## src/rtl/defl_pkg.sv

```systemverilog
package defl_pkg;
    localparam int DATA_W    = 16;
    localparam int ADDR_W    = 3;
    localparam int PKT_W     = DATA_W + 2 * ADDR_W;
    localparam int NUM_PORTS = 5;

    typedef struct packed {
        logic [DATA_W-1:0] data;
        logic [ADDR_W-1:0] src;
        logic [ADDR_W-1:0] dst;
    } pkt_t;

    typedef struct packed {
        logic valid;
        logic reinj;
        pkt_t pkt;
    } lane_out_t;

    function automatic pkt_t pick_pkt(input logic from_buf, input pkt_t held, input pkt_t incoming);
        return from_buf ? held : incoming;
    endfunction
endpackage

```

## src/rtl/defl_store_pick.sv

```systemverilog
module defl_store_pick #(
    parameter int N = 5
) (
    input  logic         clk,
    input  logic         rst,
    input  logic [N-1:0] cand,
    output logic [N-1:0] accept
);
    always_comb begin
        logic found;
        found  = 1'b0;
        accept = '0;
        for (int i = 0; i < N; i++) begin
            if (cand[i] && !found) begin
                accept[i] = 1'b1;
                found     = 1'b1;
            end
        end
    end

    // at most one store per cycle, only among candidates
    a_r8_single_store: assert property (@(posedge clk) disable iff (rst)
        $onehot0(accept) && ((accept & ~cand) == '0));
endmodule

```

## src/rtl/defl_side_lane.sv

```systemverilog
module defl_side_lane
    import defl_pkg::*;
(
    input  logic      clk,
    input  logic      rst,
    input  logic      in_valid,
    input  pkt_t      in_pkt,
    input  logic      grant,
    input  logic      store,
    input  logic      store_accept,
    output logic      store_cand,
    output lane_out_t lane_out,
    output logic      overflow
);
    logic occ_q;
    pkt_t held_q;
    logic pass_thru;
    logic store_req;
    logic room;

    assign pass_thru  = !occ_q && grant && in_valid;
    assign store_req  = in_valid && store && !pass_thru;
    assign room       = !occ_q || grant;
    assign store_cand = store_req && room;
    assign overflow   = store_req && !store_accept;

    always_comb begin
        lane_out.valid = grant && (occ_q || in_valid);
        lane_out.reinj = grant && occ_q;
        lane_out.pkt   = pick_pkt(occ_q, held_q, in_pkt);
    end

    always_ff @(posedge clk) begin
        if (rst) begin
            occ_q  <= 1'b0;
            held_q <= '0;
        end else if (store_accept) begin
            occ_q  <= 1'b1;
            held_q <= in_pkt;
        end else if (occ_q && grant) begin
            occ_q  <= 1'b0;
        end
    end

    a_r2_reset_empty: assert property (@(posedge clk)
        rst |=> !occ_q);

    a_r7_hold_parked: assert property (@(posedge clk) disable iff (rst)
        (occ_q && !grant) |=> (occ_q && $stable(held_q)));

    a_r10_refused_no_write: assert property (@(posedge clk) disable iff (rst)
        overflow |=> $stable(held_q));

    a_r5_reinj_from_buffer: assert property (@(posedge clk) disable iff (rst)
        lane_out.reinj |-> (lane_out.valid && occ_q));

    a_r6_reinject_then_store: assert property (@(posedge clk) disable iff (rst)
        (occ_q && grant && store_accept) |=> occ_q);
endmodule

```

## src/rtl/defl_input_stage.sv

```systemverilog
module defl_input_stage
    import defl_pkg::*;
#(
    parameter int NUM_DIR = NUM_PORTS
) (
    input  logic                     clk,
    input  logic                     rst,
    input  logic [NUM_DIR-1:0]       in_valid,
    input  logic [NUM_DIR*PKT_W-1:0] in_pkt,
    input  logic [NUM_DIR-1:0]       grant,
    input  logic [NUM_DIR-1:0]       store,
    output logic [NUM_DIR-1:0]       out_valid,
    output logic [NUM_DIR*PKT_W-1:0] out_pkt,
    output logic [NUM_DIR-1:0]       out_reinj,
    output logic [NUM_DIR-1:0]       overflow
);
    logic [NUM_DIR-1:0] cand;
    logic [NUM_DIR-1:0] accept;

    defl_store_pick #(.N(NUM_DIR)) u_pick (
        .clk    (clk),
        .rst    (rst),
        .cand   (cand),
        .accept (accept)
    );

    for (genvar d = 0; d < NUM_DIR; d++) begin : g_lane
        lane_out_t lo;

        defl_side_lane u_lane (
            .clk          (clk),
            .rst          (rst),
            .in_valid     (in_valid[d]),
            .in_pkt       (pkt_t'(in_pkt[d*PKT_W +: PKT_W])),
            .grant        (grant[d]),
            .store        (store[d]),
            .store_accept (accept[d]),
            .store_cand   (cand[d]),
            .lane_out     (lo),
            .overflow     (overflow[d])
        );

        assign out_valid[d]               = lo.valid;
        assign out_reinj[d]               = lo.reinj;
        assign out_pkt[d*PKT_W +: PKT_W]  = lo.pkt;
    end
endmodule

```

## config.mk

```make
export PLATFORM = sky130hd
export DESIGN_NAME = defl_input_stage
export DESIGN_NICKNAME = d
export VERILOG_FILES = /design/src/rtl/defl_pkg.sv /design/src/rtl/defl_store_pick.sv /design/src/rtl/defl_side_lane.sv /design/src/rtl/defl_input_stage.sv
export SDC_FILE = /design/constraint.sdc
export NUM_CORES = 1
export LEC_CHECK = 0
export ABC_AREA = 0
export BUFFER_PORTS_ARGS = -buffer_cell sky130_fd_sc_hd__buf_2
export CORE_AREA = 3 3 112 114
export DETAILED_ROUTE_END_ITERATION = 6
export DIE_AREA = 0 0 115 117
export GPL_TIMING_DRIVEN = 0
export PLACE_DENSITY = 0.86
export REMOVE_ABC_BUFFERS = 1
export SETUP_SLACK_MARGIN = 0.02
export SYNTH_ARGS = -nofsm -noshare
export SYNTH_HDL_FRONTEND = slang
export SYNTH_HIERARCHICAL = 1
export SYNTH_SLANG_ARGS = --single-unit
```

## constraint.sdc

```tcl
create_clock -name clk -period 5.9 [get_ports clk]
set_clock_uncertainty 0.2 [all_clocks]
set_input_delay 1.475 -clock clk [delete_from_list [all_inputs] [get_ports clk]]
set_output_delay 1.475 -clock clk [all_outputs]
set_load 0.05 [all_outputs]
```

==> out/results.txt, run 1 <==
Outcome -> finished, final reports clean
Resized cells post-CTS -> 0
Worst path arrival time -> 3840 ps
Post-synth ARST share -> 0%
Via Count -> 4663
Max Root-Sink Buffers -> 2
Crit path kind -> input port to output port
GR Util All Layers -> 20.4%
Pin count of the biggest net entering global routing -> 60
Synth cell types -> 22
Reg2Reg Setup Slack -> 2500 ps
Vias per cell -> 5.01
Hold buffer count at cts -> 0
Nets -> 903
Final hold vios -> 0
Final TNS setup -> 0 ps
Initial drt markers -> 192
Synth Register Bits -> 115
EDFF count, synth -> 0
Top Ports -> 252
FP Rows -> 39
Layout cells sized above 1 -> 51.8%
Core area -> 11500 um^2
Clock sinks -> 115
CP endpoint kind -> output port
Area contributors post-synth -> dfxtp_1 38%, mux2_4 22%, mux2i_1 18%
F_max -> 181 MHz
Die Width -> 115 um
Port bufs -> 251
Vias in the first global route -> 4572
CP max stage cell -> nor2b_4
Worst setup SP type -> input port
Storage element area -> 2310 um^2
Total wire length -> 14.0 mm
CTS tree -> yes
Psw -> 0.000669 W
Slew @ Worst Pin -> 994 ps
Sequential fraction of the synthesis area -> 37.6%
Largest area contributor in the netlist -> dfxtp_1
Wire per inst -> 15.1 um
Final min period -> 5510 ps
GPL Wtd Cong -> 0.763
Initial antenna violation count -> 0
Worst-path cell chain -> buf_2, nor2b_1, nor3b_1, nor2b_4, nor3_1, buf_2
Worst EP required -> 4220 ps
Area of the multi-input gates -> 3410 um^2
Min-Delay Path Class -> flip-flop to flip-flop
Comb pwr share -> 22.0%
DRT antenna net count -> 0
# diodes -> 0
Slew Viols, Final -> 0
Initial Util -> 53.2%
Fillers -> 883
Min Hold Slack -> 282 ps
Seq pwr share -> 36.2%
PD cells -> 291 nW/um^2
Clk slew on worst S/H paths -> 50 ps
CP max stage delay -> 860 ps
CTS H-tree lvls -> 4
Clock network power share -> 41.8%
Clock root buffer -> clkbuf_16
Slew margin rel. -> 33.6%
Post-CTS setup buffers -> 0
Drt first pass iters -> 4
Worst vdd ir -> 240 uV
Mean post-synth cell area -> 11.4 um^2
Leakage -> 3.58 nW
First-pass GRT wire length -> 21.7 mm
CTS buffer count -> 17
CP Max Fanout -> 24
Area share of the largest cell type after synthesis -> 37.6%
Gr ovfl total -> 0
Ys Warns -> 6
RSZ-0062 raised after global routing -> false
Sw Ratio -> 29.1%
Die height -> 117 um
Clock Latency Late Sink -> 400 ps
Post-synth top flop -> dfxtp_1
Drt drc -> 0
Gate Count Post-Synth -> 536
Die area -> 13500 um^2
Finished Core Util -> 68.7%
Cell-internal power -> 0.00163 W
Setup Viol. Count Final -> 0
Crit share post-route -> 93.4%
Area Growth Syn to Fin -> 29.0%
MaxCap Viol Count -> 0
Crit path top cell by count -> buf_2
Half-perimeter wire length after detailed placement -> 10.1 mm
Post-Syn Area -> 6130 um^2
==> routing by layer <==
layer | vias to the layer above | GRT usage, % | part of all wire (%)
met2 | 161 | 36.9 | 52
met5 | - | 0 | 0
li1 | 2320 | - | -
met4 | 0 | 9.31 | 2.2
met3 | 26 | 7.10 | 7.3
met1 | 2156 | 21.2 | 39
==> metrics by stage <==
stage / setup slack, ps / cells / power (W) / cell area, um^2
6_report: 387 / 931 / 0.00230 / 7910
5_1_grt: 162 / 931 / 0.00239 / 7910
4_1_cts: 132 / 930 / 0.00233 / 7880
3_5_place_dp: 320 / 899 / 0.00136 / 7310
3_3_place_gp: -5070 / 889 / 0.00135 / 7130
2_1_floorplan: -3460 / 495 / 0.00122 / 5700
==> cell usage after synthesis (6+ instances only) <==
| library cell | instances |
|---|---|
| dfxtp_1 | 115 |
| mux2i_1 | 110 |
| nor2_1 | 110 |
| mux2_4 | 90 |
| mux2_2 | 20 |
| buf_6 | 15 |
| buf_4 | 6 |
| nand2b_1 | 6 |
| nor2b_1 | 6 |
| nor3b_1 | 6 |
==> cell usage in the layout (no fill, tap or decap), drive strengths merged, types with 6 or more instances in the layout <==
| cell | instances |
|---|---|
| buf | 262 |
| clkbuf | 27 |
| dfxtp | 115 |
| mux2 | 110 |
| mux2i | 110 |
| nand2b | 6 |
| nor2 | 110 |
| nor2b | 6 |
| nor3b | 6 |
==> worst paths after layout <==
path / depth (start not counted) / start / endpoint
max: 6 / grant[1] / overflow[1]
min: 2 / g_lane[4].u_lane/held_q[19] / g_lane[4].u_lane/held_q[19]
max reg2reg: 5 / g_lane[1].u_lane/occ_q / g_lane[1].u_lane/held_q[5]
min reg2reg: 2 / g_lane[4].u_lane/held_q[19] / g_lane[4].u_lane/held_q[19]
==> cells by family after synthesis <==
group,Yosys count,synth area share (%)
mux,220,43.7
simple gates,145,10.4
flops,115,37.6
buf+inv,46,7.37
compound gates,10,1.02
==> sequential cells by signal (all words and copies together), names as in the netlist <==
| name | count |
|---|---|
| g_lane.u_lane/held_q | 110 |
| g_lane.u_lane/occ_q | 5 |
==> worst max-delay path, delay by kind of cell <==
| kind | cells | cell delay [ps] |
|---|---|---|
| and+or+nand+nor | 4 | 1970 |
| buffers and inverters | 2 | 390 |
==> power by group through the flow <==
| stage | Sequential, W | Combinational (W) | Clock [W] |
|---|---|---|---|
| 2_1_floorplan | 0.000842 | 0.000374 | 0 |
| 3_5_place_dp | 0.000848 | 0.000507 | 0 |
| 3_3_place_gp | 0.000847 | 0.000500 | 0 |
| 6_report | 0.000832 | 0.000507 | 0.000963 |
| 4_1_cts | 0.000833 | 0.000510 | 0.000984 |
| 5_1_grt | 0.000836 | 0.000535 | 0.00102 |
==> cell type report <==
| cell class | instances | area share [%] |
|---|---|---|
| multi-input combinational | 375 | 43.1 |
| sequential | 115 | 29.2 |
| timing repair buffer | 262 | 18.0 |
| clock buffer | 27 | 6.61 |
| tap | 143 | 2.26 |
| clock inverter | 4 | 0.569 |
| inverter | 5 | 0.237 |
Note: power is estimated with default switching activity, not from simulation.
==> run 2: changes to the inputs <==
Settings changed: PLACE_DENSITY 0.86 to 0.85, SKIP_CTS_REPAIR_TIMING set to 1, SYNTH_HIERARCHICAL 1 to not set.
==> out/results.txt, run 2 <==
CP Max Fanout -> 24 (unchanged)
FP Rows -> 39 (unchanged)
Clock root buffer -> clkbuf_16
Max reg flops -> 110 (unchanged)
Biggest register -> g_lane.u_lane.held_q
Synth cell count leaders -> 115 x dfxtp_1, 110 x mux2_2, 72 x a21oi_1, 50 x nand2_1, 50 x nand2b_1
Crit path kind -> input port to output port
Sequential fraction of the synthesis area -> 38.1% (+0.53 points)
Comb pwr share -> 20.8% (-1.2 points)
Most common cell after layout, fill and taps aside -> buf_2
Port bufs -> 251 (unchanged)
Fillers -> 888 (+0.57%)
Post-Syn Area -> 6040 um^2 (-1.4%)
Layout cells sized above 1 -> 46.1% (-5.7 points)
Total Power -> 0.00247 W (+7.4%)
Worst-path cell chain -> buf_2, xnor2_2, and2_0, o21ai_0, a21oi_1, buf_2
Largest area contributor in the netlist -> dfxtp_1
Biggest regs -> g_lane.u_lane.held_q x110, g_lane.u_lane.occ_q x5
Most instantiated library cell after synthesis -> dfxtp_1
CTS buffer count -> 17 (unchanged)
Clock network power share -> 45.7% (+3.9 points)
Min-Delay Path Class -> flip-flop to flip-flop
GR Util All Layers -> 24.0% (+3.7 points)
MaxCap Viol Count -> 0 (unchanged)
Top Ports -> 252 (unchanged)
Setup slack after layout -> 530 ps (+143 ps)
Wire per inst -> 16.1 um (+7.1%)
F_max -> 186 MHz (+2.7%)
Initial Util -> 52.5% (-0.74 points)
Psw -> 0.000723 W (+8.1%)
FF-to-FF path depth -> 5 (unchanged)
Total wire length -> 16.4 mm (+17%)
Place WS -> 541 ps (+221 ps)
RR Endpoint -> g_lane[4].u_lane.held_q[19]
Clock Latency Late Sink -> 410 ps (about the same)
Synth Register Bits -> 115 (unchanged)
Area Growth Syn to Fin -> 32.4%
Nets -> 991 (+9.7%)
CTS H-tree lvls -> 4 (unchanged)
Seq pwr share -> 33.5% (-2.7 points)
CP max stage cell -> and2_0
Worst hold start -> g_lane[0].u_lane.held_q[5]
Die Width -> 115 um (unchanged)
Setup Viol. Count Final -> 0 (unchanged)
Hold Path Depth -> 2 (unchanged)
CP endpoint kind -> output port
Worst EP required -> 4220 ps (about the same)
Max Root-Sink Buffers -> 2 (unchanged)
DRT antenna net count -> 0 (unchanged)
Layout Cells excl Fill -> 1019 (+9.5%)
Clk slew on worst S/H paths -> 50 ps (about the same)
Pin count of the biggest net entering global routing -> 106 (+77%)
GPL Wtd Cong -> 0.810 (+6.1%)
Die area -> 13500 um^2 (unchanged)
Dpl cells -> 988 (+9.9%)
Vias per cell -> 5.50 (+9.7%)
CTS tree -> yes
Most frequent cells in the layout -> 250 x buf_2, 115 x dfxtp_1, 110 x mux2_2, 72 x a21oi_1
Reg2Reg Setup Slack -> 2230 ps (-270 ps)
CP max stage delay -> 1020 ps (+160 ps)
Worst vdd ir -> 207 uV (-14%)
Initial drt markers -> 611 (+220%)
Core area -> 11500 um^2 (unchanged)
Final TNS setup -> 0 ps (unchanged)
First-pass GRT wire length -> 25.9 mm (+19%)
Synth cell types -> 28 (+27%)
Post-synth top flop -> dfxtp_1
Drt first pass iters -> 5 (+1)
Hold Path End -> g_lane[0].u_lane.held_q[5]
RSZ-0062 raised after global routing -> false
Worst setup SP type -> input port
Outcome -> finished, final reports clean
Mean post-synth cell area -> 9.24 um^2 (-19%)
# diodes -> 0 (unchanged)
Die height -> 117 um (unchanged)
Sw Ratio -> 29.3% (+0.19 points)
Crit share post-route -> 91.0% (-2.4 points)
Initial antenna violation count -> 0 (unchanged)
Final hold vios -> 0 (unchanged)
Slew margin rel. -> 17.3% (-16 points)
Via Count -> 5601 (+20%)
Ys Warns -> 0 (-6)
Slew @ Worst Pin -> 1240 ps (+246 ps)
Gr ovfl total -> 0 (unchanged)
Final min period -> 5370 ps (-143 ps)
Crit path top cell by count -> buf_2
Post-synth ARST share -> 0% (unchanged)
Gate Count Post-Synth -> 654 (+22%)
Area share of the largest cell type after synthesis -> 38.1% (+0.53 points)
EDFF count, synth -> 0 (unchanged)
PD cells -> 309 nW/um^2 (+6.2%)
Slew Viols, Final -> 0 (unchanged)
Worst path arrival time -> 3700 ps (-140 ps)
Cell-internal power -> 0.00175 W (+7.1%)
Area contributors post-synth -> dfxtp_1 38%, mux2_2 20%, mux2i_1 7.3%
Critical R2R Launch -> g_lane[3].u_lane.occ_q
Clock sinks -> 115 (unchanged)
Min Hold Slack -> 252 ps (-30.1 ps)
Half-perimeter wire length after detailed placement -> 11.3 mm (+11%)
Leakage -> 3.27 nW (-8.4%)
Vias in the first global route -> 5366 (+17%)
Drt drc -> 0 (unchanged)
-- run 2: worst max-delay path, delay by kind of cell --
| family | cells | cell delay, ps |
|---|---|---|
| compound gates | 2 | 380 |
| xor+xnor | 1 | 390 |
| buf+inv | 2 | 430 |
| simple gates | 1 | 1020 |
-- run 2: how the worst max path moves through the flow --
| stage | start | end | slack, ps | cells past startpoint |
|---|---|---|---|---|
| after global placement | grant[2] | overflow[4] | -410 | 6 |
| final | grant[0] | overflow[1] | 530 | 6 |
| after detailed placement | grant[0] | overflow[1] | 540 | 6 |
| after global routing | grant[0] | overflow[1] | 310 | 6 |
| after floorplan | grant[2] | overflow[4] | 130 | 4 |
| after CTS | grant[0] | overflow[1] | 540 | 6 |
-- run 2: through the flow --
step	instance area (um^2)	util [%]
after floorplan	5740	-
after global placement	7170	62.3
after detailed placement	7350	63.8
after CTS	8000	69.5
after global routing	8000	69.5
final	8000	69.5
-- run 2: area by class of cell --
class                           count  area, um^2  area share (%)
Clock buffer                       22         474            5.93
Tap cell                          143         179            2.24
Clock inverter                      9         176            2.20
Timing Repair Buffer              258        1400            17.5
Multi-Input combinational cell    471        3460            43.3
Inverter                            1        3.75          0.0469
Sequential cell                   115        2300            28.8
-- run 2: logic make-up (layout without fill, tap and decap cells) --
kind of cell / Yosys count / in the layout / share of synthesized area [%]
simple gates: 191 / 191 / 16.5
mux: 154 / 154 / 27.8
compound gates: 124 / 124 / 11.8
flops: 115 / 115 / 38.1
buf+inv: 68 / 290 / 5.13
xor+xnor: 2 / 2 / 0.725
-- run 2: power groups by stage --
stage	clock network [W]	registers, W	logic (W)
after global placement	0	0.000844	0.000492
final	0.00113	0.000830	0.000514
after global routing	0.00118	0.000833	0.000544
after floorplan	0	0.000838	0.000354
after detailed placement	0	0.000845	0.000513
after CTS	0.00115	0.000829	0.000515
-- run 2: layer usage --
layer,part of all wire (%),vias up,GRT usage [%]
li1,-,2757,-
met1,41,2613,28.3
met2,50,200,41.7
met3,6.4,31,6.74
met4,2.2,0,9.23
met5,0,-,0
==> run 3: changes to the inputs <==
Settings changed: BUFFER_PORTS_ARGS -buffer_cell sky130_fd_sc_hd__buf_2 to -buffer_cell sky130_fd_sc_hd__clkbuf_2.
==> out/results.txt, run 3 (same netlist as run 2, synthesis figures left out) <==
CP Max Fanout -> 24 (unchanged)
Die Width -> 115 um (unchanged)
Clock sinks -> 115 (unchanged)
Layout cells sized above 1 -> 46.5% (+0.35 points)
Via Count -> 5592 (-0.16%)
Slew @ Worst Pin -> 1260 ps (+18.7 ps)
Nets -> 992 (+0.10%)
CP endpoint kind -> output port
Biggest register -> g_lane.u_lane.held_q
Clk slew on worst S/H paths -> 50 ps (about the same)
CTS buffer count -> 17 (unchanged)
Max Root-Sink Buffers -> 2 (unchanged)
Vias in the first global route -> 5478 (+2.1%)
F_max -> 183 MHz (-1.9%)
Placed inst area -> 7370 um^2 (+0.20%)
Final hold vios -> 0 (unchanged)
Crit share post-route -> 92.8% (+1.8 points)
GR Util All Layers -> 23.8% (-0.28 points)
Most common cell after layout, fill and taps aside -> clkbuf_2
Die height -> 117 um (unchanged)
Drt drc -> 0 (unchanged)
Area Growth Syn to Fin -> 32.8%
Initial drt markers -> 503 (-18%)
Initial antenna violation count -> 0 (unchanged)
MaxCap Viol Count -> 0 (unchanged)
Worst path arrival time -> 3800 ps (+100 ps)
Port bufs -> 251 (unchanged)
Crit path kind -> input port to output port
Core area -> 11500 um^2 (unchanged)
Clock Latency Late Sink -> 410 ps (about the same)
Half-perimeter wire length after detailed placement -> 11.3 mm (-0.36%)
Worst vdd ir -> 221 uV (+6.8%)
Outcome -> finished, final reports clean
Wire per inst -> 16.0 um (-0.70%)
Final TNS setup -> 0 ps (unchanged)
# diodes -> 0 (unchanged)
CTS H-tree lvls -> 4 (unchanged)
Most frequent cells in the layout -> 250 x clkbuf_2, 115 x dfxtp_1, 110 x mux2_2, 72 x a21oi_1
CTS tree -> yes
Post-route cell area -> 8030 um^2 (+0.30%)
FP Rows -> 39 (unchanged)
Fillers -> 882 (-0.68%)
Final min period -> 5470 ps (+103 ps)
Slew margin rel. -> 16.1% (-1.3 points)
Initial Util -> 52.5% (unchanged)
Biggest regs -> g_lane.u_lane.held_q x110, g_lane.u_lane.occ_q x5
Layout Cells excl Fill -> 1021 (+0.20%)
Top Ports -> 252 (unchanged)
Setup Viol. Count Final -> 0 (unchanged)
Pin count of the biggest net entering global routing -> 80 (-25%)
Worst setup SP type -> input port
Total Power -> 0.00248 W (+0.19%)
Min-Delay Path Class -> flip-flop to flip-flop
Worst EP required -> 4220 ps (about the same)
Leakage -> 3.32 nW (+1.3%)
Slew Viols, Final -> 0 (unchanged)
DRT antenna net count -> 0 (unchanged)
Total wire length -> 16.4 mm (-0.50%)
Drt first pass iters -> 5 (unchanged)
PD cells -> 309 nW/um^2 (-0.11%)
Clock root buffer -> clkbuf_16
Gr ovfl total -> 0 (unchanged)
Vias per cell -> 5.48 (-0.36%)
GPL Wtd Cong -> 0.797 (-1.5%)
RSZ-0062 raised after global routing -> false
First-pass GRT wire length -> 25.7 mm (-0.72%)
Dpl cells -> 989 (+0.10%)
Max reg flops -> 110 (unchanged)
Die area -> 13500 um^2 (unchanged)
-- run 3: layer usage --
metal / GRT usage, % / vias to the layer above / routed length [um]
li1: - / 2757 / -
met1: 27.8 / 2595 / 6580
met2: 41.4 / 210 / 8300
met3: 6.27 / 30 / 1070
met4: 9.78 / 0 / 401
met5: 0 / - / 0
-- run 3: per-stage QoR --
stage	utilization [%]	hold slack, ps	setup slack [ps]
2_1_floorplan	-	227	129
3_3_place_gp	62.3	240	-459
3_5_place_dp	64.0	244	450
4_1_cts	69.7	251	415
5_1_grt	69.7	270	268
6_report	69.7	251	426
-- run 3: worst max-delay path, cell delays in order --
cell      delay, ps
clkbuf_2        140
xnor2_2         410
and2_0         1030
o21ai_0         240
a21oi_1         200
clkbuf_2        300
-- run 3: area by class of cell --
type,instances,area [um^2],area share (%)
clock buffer,19,453,5.64
clock inverter,13,206,2.57
inverter,1,3.75,0.0468
multi-input combinational,471,3460,43.2
sequential,115,2300,28.7
tap,143,179,2.23
timing repair buffer,259,1420,17.7
-- run 3: power breakdown --
group	switching [W]	internal (W)	total, W
logic	0.000351	0.000165	0.000515
registers	0.0000244	0.000805	0.000829
clock network	0.000363	0.000771	0.00113
total	0.000738	0.00174	0.00248
-- run 3: final timing paths --
check,from,depth (start not counted),slack [ps],endpoint
worst max-delay path,grant[0],6,430,overflow[1]
worst min-delay path,g_lane[0].u_lane.held_q[14],2,250,g_lane[0].u_lane.held_q[14]
worst max register to register,g_lane[3].u_lane.occ_q,6,2380,g_lane[4].u_lane.held_q[0]
worst min register to register,g_lane[0].u_lane.held_q[14],2,250,g_lane[0].u_lane.held_q[14]
